==> src/rtl/rdv_pkg.sv <==
package rdv_pkg;
  // Lane count per controller word: two half-slots in half-rate mode.
  function automatic int lane_count(input bit half_rate);
    return half_rate ? 2 : 1;
  endfunction
endpackage

==> src/rtl/rdv_lat_latch.sv <==
module rdv_lat_latch #(
  parameter  int DEPTH = 32,
  localparam int LAT_W = $clog2(DEPTH + 1),
  localparam int IDX_W = $clog2(DEPTH)
) (
  input  logic             clk,
  input  logic             rst,
  input  logic             cal_done,
  input  logic [LAT_W-1:0] rd_lat,
  output logic             locked,
  output logic [IDX_W-1:0] sel_q
);
  logic [IDX_W-1:0] sel_d;

  // Clamp into 1..DEPTH, then store as a zero-based tap index.
  always_comb begin
    if (rd_lat == '0)
      sel_d = '0;
    else if (rd_lat > LAT_W'(DEPTH))
      sel_d = IDX_W'(DEPTH - 1);
    else
      sel_d = IDX_W'(rd_lat - LAT_W'(1));
  end

  always_ff @(posedge clk) begin
    if (rst) begin
      locked <= 1'b0;
      sel_q  <= '0;
    end else if (cal_done && !locked) begin
      locked <= 1'b1;
      sel_q  <= sel_d;
    end
  end
endmodule

==> src/rtl/rdv_delay_line.sv <==
module rdv_delay_line #(
  parameter  int DEPTH = 32,
  parameter  int LANES = 2,
  localparam int IDX_W = $clog2(DEPTH)
) (
  input  logic             clk,
  input  logic             rst,
  input  logic [LANES-1:0] din,
  input  logic [IDX_W-1:0] sel,
  output logic [LANES-1:0] dout
);
  for (genvar l = 0; l < LANES; l++) begin : g_lane
    logic [DEPTH-1:0] sr;

    always_ff @(posedge clk) begin
      if (rst) sr <= '0;
      else     sr <= {sr[DEPTH-2:0], din[l]};
    end

    // Stage k holds a strobe issued k+1 cycles earlier.
    assign dout[l] = sr[sel];
  end
endmodule

==> src/rtl/rdv_aligner.sv <==
module rdv_aligner
  import rdv_pkg::*;
#(
  parameter  int DEPTH     = 32,
  parameter  bit HALF_RATE = 1'b1,
  localparam int LANES     = lane_count(HALF_RATE),
  localparam int LAT_W     = $clog2(DEPTH + 1),
  localparam int IDX_W     = $clog2(DEPTH)
) (
  input  logic             clk,
  input  logic             rst,
  input  logic             cal_done,
  input  logic [LAT_W-1:0] rd_lat,
  input  logic [LANES-1:0] rd_issue,
  output logic [LANES-1:0] rd_valid
);
  logic             locked;
  logic [IDX_W-1:0] sel_q;
  logic [LANES-1:0] issue_gated;
  logic [LANES-1:0] tap_out;

  rdv_lat_latch #(.DEPTH(DEPTH)) u_latch (
    .clk      (clk),
    .rst      (rst),
    .cal_done (cal_done),
    .rd_lat   (rd_lat),
    .locked   (locked),
    .sel_q    (sel_q)
  );

  // Strobes before the latency is latched never enter the line.
  assign issue_gated = locked ? rd_issue : '0;

  rdv_delay_line #(.DEPTH(DEPTH), .LANES(LANES)) u_line (
    .clk  (clk),
    .rst  (rst),
    .din  (issue_gated),
    .sel  (sel_q),
    .dout (tap_out)
  );

  assign rd_valid = tap_out & {LANES{locked}};
endmodule

==> config.mk <==
export PLATFORM = sky130hd
export DESIGN_NAME = rdv_aligner
export DESIGN_NICKNAME = d
export VERILOG_FILES = /design/src/rtl/rdv_pkg.sv /design/src/rtl/rdv_lat_latch.sv /design/src/rtl/rdv_delay_line.sv /design/src/rtl/rdv_aligner.sv
export SDC_FILE = /design/constraint.sdc
export NUM_CORES = 1
export LEC_CHECK = 0
export ABC_AREA = 1
export BUFFER_PORTS_ARGS = -buffer_cell sky130_fd_sc_hd__buf_2
export CAP_MARGIN = 20
export CELL_PAD_IN_SITES_DETAIL_PLACEMENT = 1
export CELL_PAD_IN_SITES_GLOBAL_PLACEMENT = 1
export CORE_ASPECT_RATIO = 1.5
export CORE_MARGIN = 1.5
export CORE_UTILIZATION = 47
export DETAILED_ROUTE_END_ITERATION = 8
export PLACE_DENSITY = 0.9
export SLEW_MARGIN = 20
export SYNTH_ARGS = -nofsm -noshare
export SYNTH_HDL_FRONTEND = slang
export SYNTH_SLANG_ARGS = --single-unit
==> constraint.sdc <==
create_clock -name clk -period 1.92 [get_ports clk]
set_input_delay 0.192 -clock clk [delete_from_list [all_inputs] [get_ports clk]]
set_output_delay 0.192 -clock clk [all_outputs]
set_load 0.005 [all_outputs]
==> impl_metrics.tcl <==
set metrics [dict create \
    p_clk_frac 0.381 \
    crit_buf_inv 3 \
    syn-mean-instance-area_um2 7.05 \
    drt_iter0_markers 124 \
    timing.critical_path.cells "inv_6, clkbuf_16, nand2_1, nand3_1, nand3_1, nand2_1, nand2_1, nand3_1, nand2_1, nor2_2, buf_2" \
    cts_made_buffers 9 \
    grt_pass1_vias 2627 \
    tns_ps -154 \
    routed_wl_um 7690 \
    synth_top_area_cells "dfxtp_1, nand2_1, inv_1" \
    r2r-end "u_latch.sel_q[4]$_SDFFE_PP0P_" \
    holdCritStartpoint "cal_done" \
    fin_worst_hold_slack_ps 96.6 \
    p_int_mw 2.13 \
    skew_ps 8.63 \
    netlist-cell-type-count 19 \
    detailedPlacementHpwl_um 4390 \
    timing.critical_path.slowest_stage_cell "dfxtp_4" \
    total_die_area_um2 6440 \
    synth_seq_area_share 0.500 \
    floorplan.initialDensity 0.484 \
    power_density_cells_nw_per_um2 892 \
    drc 0 \
    power.sequential.fraction 0.518 \
    postSynthNetCount 410 \
    grt_start_max_net_pins 71 \
    hold_path_end "u_latch.locked$_SDFFE_PP0P_" \
    diode_count 0 \
    number_of_nets_in_the_layout 426 \
    timing.setup.critical_path_class "reg -> out" \
    post-route-period-util 1.05 \
    synth_top_area_cell "dfxtp_1" \
    fmaxAchievable_mhz 494 \
    ir_worst_vdd_v 0.000783 \
    io_pins 13 \
    synth_enable_flop_cells 0 \
    sw_frac_of_total 0.256 \
    time_the_final_worst_path_needs_with_i_o_delays_and_setup_ps 2030 \
    areaGrowthSynthToFinish_pct 14.6 \
    critical_path_required_ps 1730 \
    end_kind "output pin" \
    netSwitchingPower_uw 732 \
    synth_commonest_cells "nand2_1, inv_1, dfxtp_1, nor2_1, nand3_1" \
    critical-path-top-cell-by-count "nand2_1" \
    slowest_delay_ps 390 \
    drive_gt1_frac 0.115 \
    cp_max_fo 9 \
    rr_worst_depth 5 \
    max_cap_viol_count 0 \
    multi_input_gate_area_um2 1030 \
    ys.flop_type "dfxtp_1" \
    power.combinational.fraction 0.102 \
    layout.area.seq_um2 1410 \
    synthDominantCellAreaShare 0.500 \
    detailedRoute.firstPassIterationCount 4 \
    grt_usage 0.245 \
    clkSinkCount 70 \
    family_with_the_most_delay_on_the_worst_path "simple AND/OR/NAND/NOR gates" \
    tritoncts "yes" \
    antenna_left 0 \
    critical_path.startpoint "u_latch.sel_q[0]$_SDFFE_PP0P_" \
    htree_num_levels 3 \
    count_of_mapped_cells_out_of_synthesis 397 \
    post_drt_wl_per_cell_um 15.8 \
    count_of_endpoints_failing_hold_in_the_final_timing_report 0 \
    fillCellCount 786 \
    ctsLongestPathBuffers 2 \
    synth_most_common_cell "nand2_1" \
    grt_antenna_before_repair 0 \
    syn_area_um2 2800 \
    placement_rows 34 \
    whs_path_depth 3 \
    clock_transition_at_the_registers_of_the_reported_paths_ps 80 \
    grt_pass1_wl_um 12000 \
    timing.final.setup_violations 2 \
    detailroute.via_count 2475 \
    p_leak_nw 1.30 \
    unrepaired_setup_endpoints_after_global_routing "yes" \
    post_synth_arst_share 0 \
    globalplace.congestion 0.794 \
    slew_headroom 0.753 \
    clock_insertion_delay_worst_skew_ps 350 \
    grt_overflow 0 \
    type_of_element_launching_the_critical_path "flop" \
    ys_ff_latch 70 \
    maxSlewViolCount 0 \
    status "complete, but fails checks" \
    crit-reg2reg-launch "u_latch.locked$_SDFFE_PP0P_" \
    holdBufCountCts 0 \
    violated_checks "negative setup slack" \
    type_of_the_most_critical_hold_path "in -> reg" \
    worst-r2r-setup-slack_ps 840 \
    io_buffers 12 \
    vias_per_cell 5.07 \
    die_w_um 66.0 \
    die_h_um 97.5 \
    transition_at_the_pin_with_the_smallest_max_transition_slack_ps 370 \
    fp.coreArea_um2 5790 \
    timing.final.ws_setup_ps -105 \
    worst_ep_arrival_time_ps 1830 \
    synth-warning-count 0 \
    cts-root-buf "clkbuf_8" \
    final_util 0.555 \
]
[placed cells by master (no fill, tap or decap)]
master / instances
a21oi_1: 12
buf_12: 3
buf_2: 12
buf_4: 4
buf_6: 2
clkbuf_1: 1
clkbuf_16: 2
clkbuf_8: 12
clkinv_2: 1
dfxtp_1: 69
dfxtp_4: 1
ha_1: 2
inv_1: 73
inv_4: 1
inv_6: 1
nand2_1: 91
nand2_2: 1
nand3_1: 43
nand3_2: 2
nand3b_1: 1
nand4_1: 1
nor2_1: 65
nor2_2: 4
nor2_4: 1
nor3b_1: 2
o21ai_0: 3
o21ai_1: 3
o31ai_1: 2
or2_2: 1
[registers in the layout, indices dropped and copies added, names as in the netlist]
name,count
u_line.g_lane.sr,64
u_latch.sel_q,5
u_latch.locked,1
[worst register-to-register path, stage by stage (launching register included)]
cell	delay [ps]
dfxtp_1	370
nor2_1	160
o31ai_1	90
inv_1	130
nand2_1	100
a21oi_1	160
[metrics by stage]
| stage | cell area, um2 | total power [mW] | setup slack (ps) | std cells |
|---|---|---|---|---|
| after CTS | 3120 | 2.82 | 3.08 | 485 |
| after global routing | 3210 | 2.97 | -204 | 488 |
| after floorplan | 2800 | 1.68 | 646 | 397 |
| after global placement | 2910 | 1.74 | 299 | 470 |
| after detailed placement | 2910 | 1.75 | 236 | 470 |
| final | 3210 | 2.86 | -105 | 488 |
[repair_timing]
action	CTS	global route
gates resized for setup	10	10
pin swaps	1	3
endpoints found under the setup margin	2	2
setup buffers	1	1
cloned	0	2
[routing by layer]
layer | routed length, um | part of all wire | GRT usage
met1 | 3030 | 0.39 | 0.255
met2 | 4090 | 0.53 | 0.433
met3 | 243 | 0.032 | 0.0672
met4 | 333 | 0.043 | 0.127
met5 | 0 | 0 | 0
[worst max-delay path by stage]
| stage | to | slack, ps | cells past startpoint |
|---|---|---|---|
| 3_5_place_dp | rd_valid[1] | 240 | 10 |
| 2_1_floorplan | rd_valid[0] | 650 | 10 |
| 5_1_grt | rd_valid[0] | -200 | 11 |
| 4_1_cts | rd_valid[1] | 3 | 8 |
| 3_3_place_gp | rd_valid[1] | 300 | 10 |
| 6_report | rd_valid[0] | -110 | 11 |
[power groups by stage]
stage          clock network (mW)  logic (mW)  registers [mW]
2_1_floorplan                   0       0.176            1.50
3_3_place_gp                    0       0.230            1.51
3_5_place_dp                    0       0.239            1.51
4_1_cts                      1.09       0.253            1.48
5_1_grt                      1.17       0.319            1.48
6_report                     1.09       0.291            1.48
[kinds of logic (layout without fill, tap and decap cells)]
kind of cell | Yosys count | in the layout | synth area share
AOI/OAI and AO/OA | 20 | 20 | 0.0375
and+or+nand+nor | 212 | 212 | 0.310
buffers and inverters | 93 | 112 | 0.143
adders and majority gates | 2 | 2 | 0.00894
DFF | 70 | 70 | 0.500
[cell type report]
type                    instances  share of cell area
flip-flops and latches         70               0.438
well taps                      72              0.0281
inverters                      75              0.0901
clock buffers                  13              0.0526
repair buffers                 23              0.0694
clock inverters                 1             0.00156
multi-input cells             234               0.320
(Power assumes the default switching activity.)
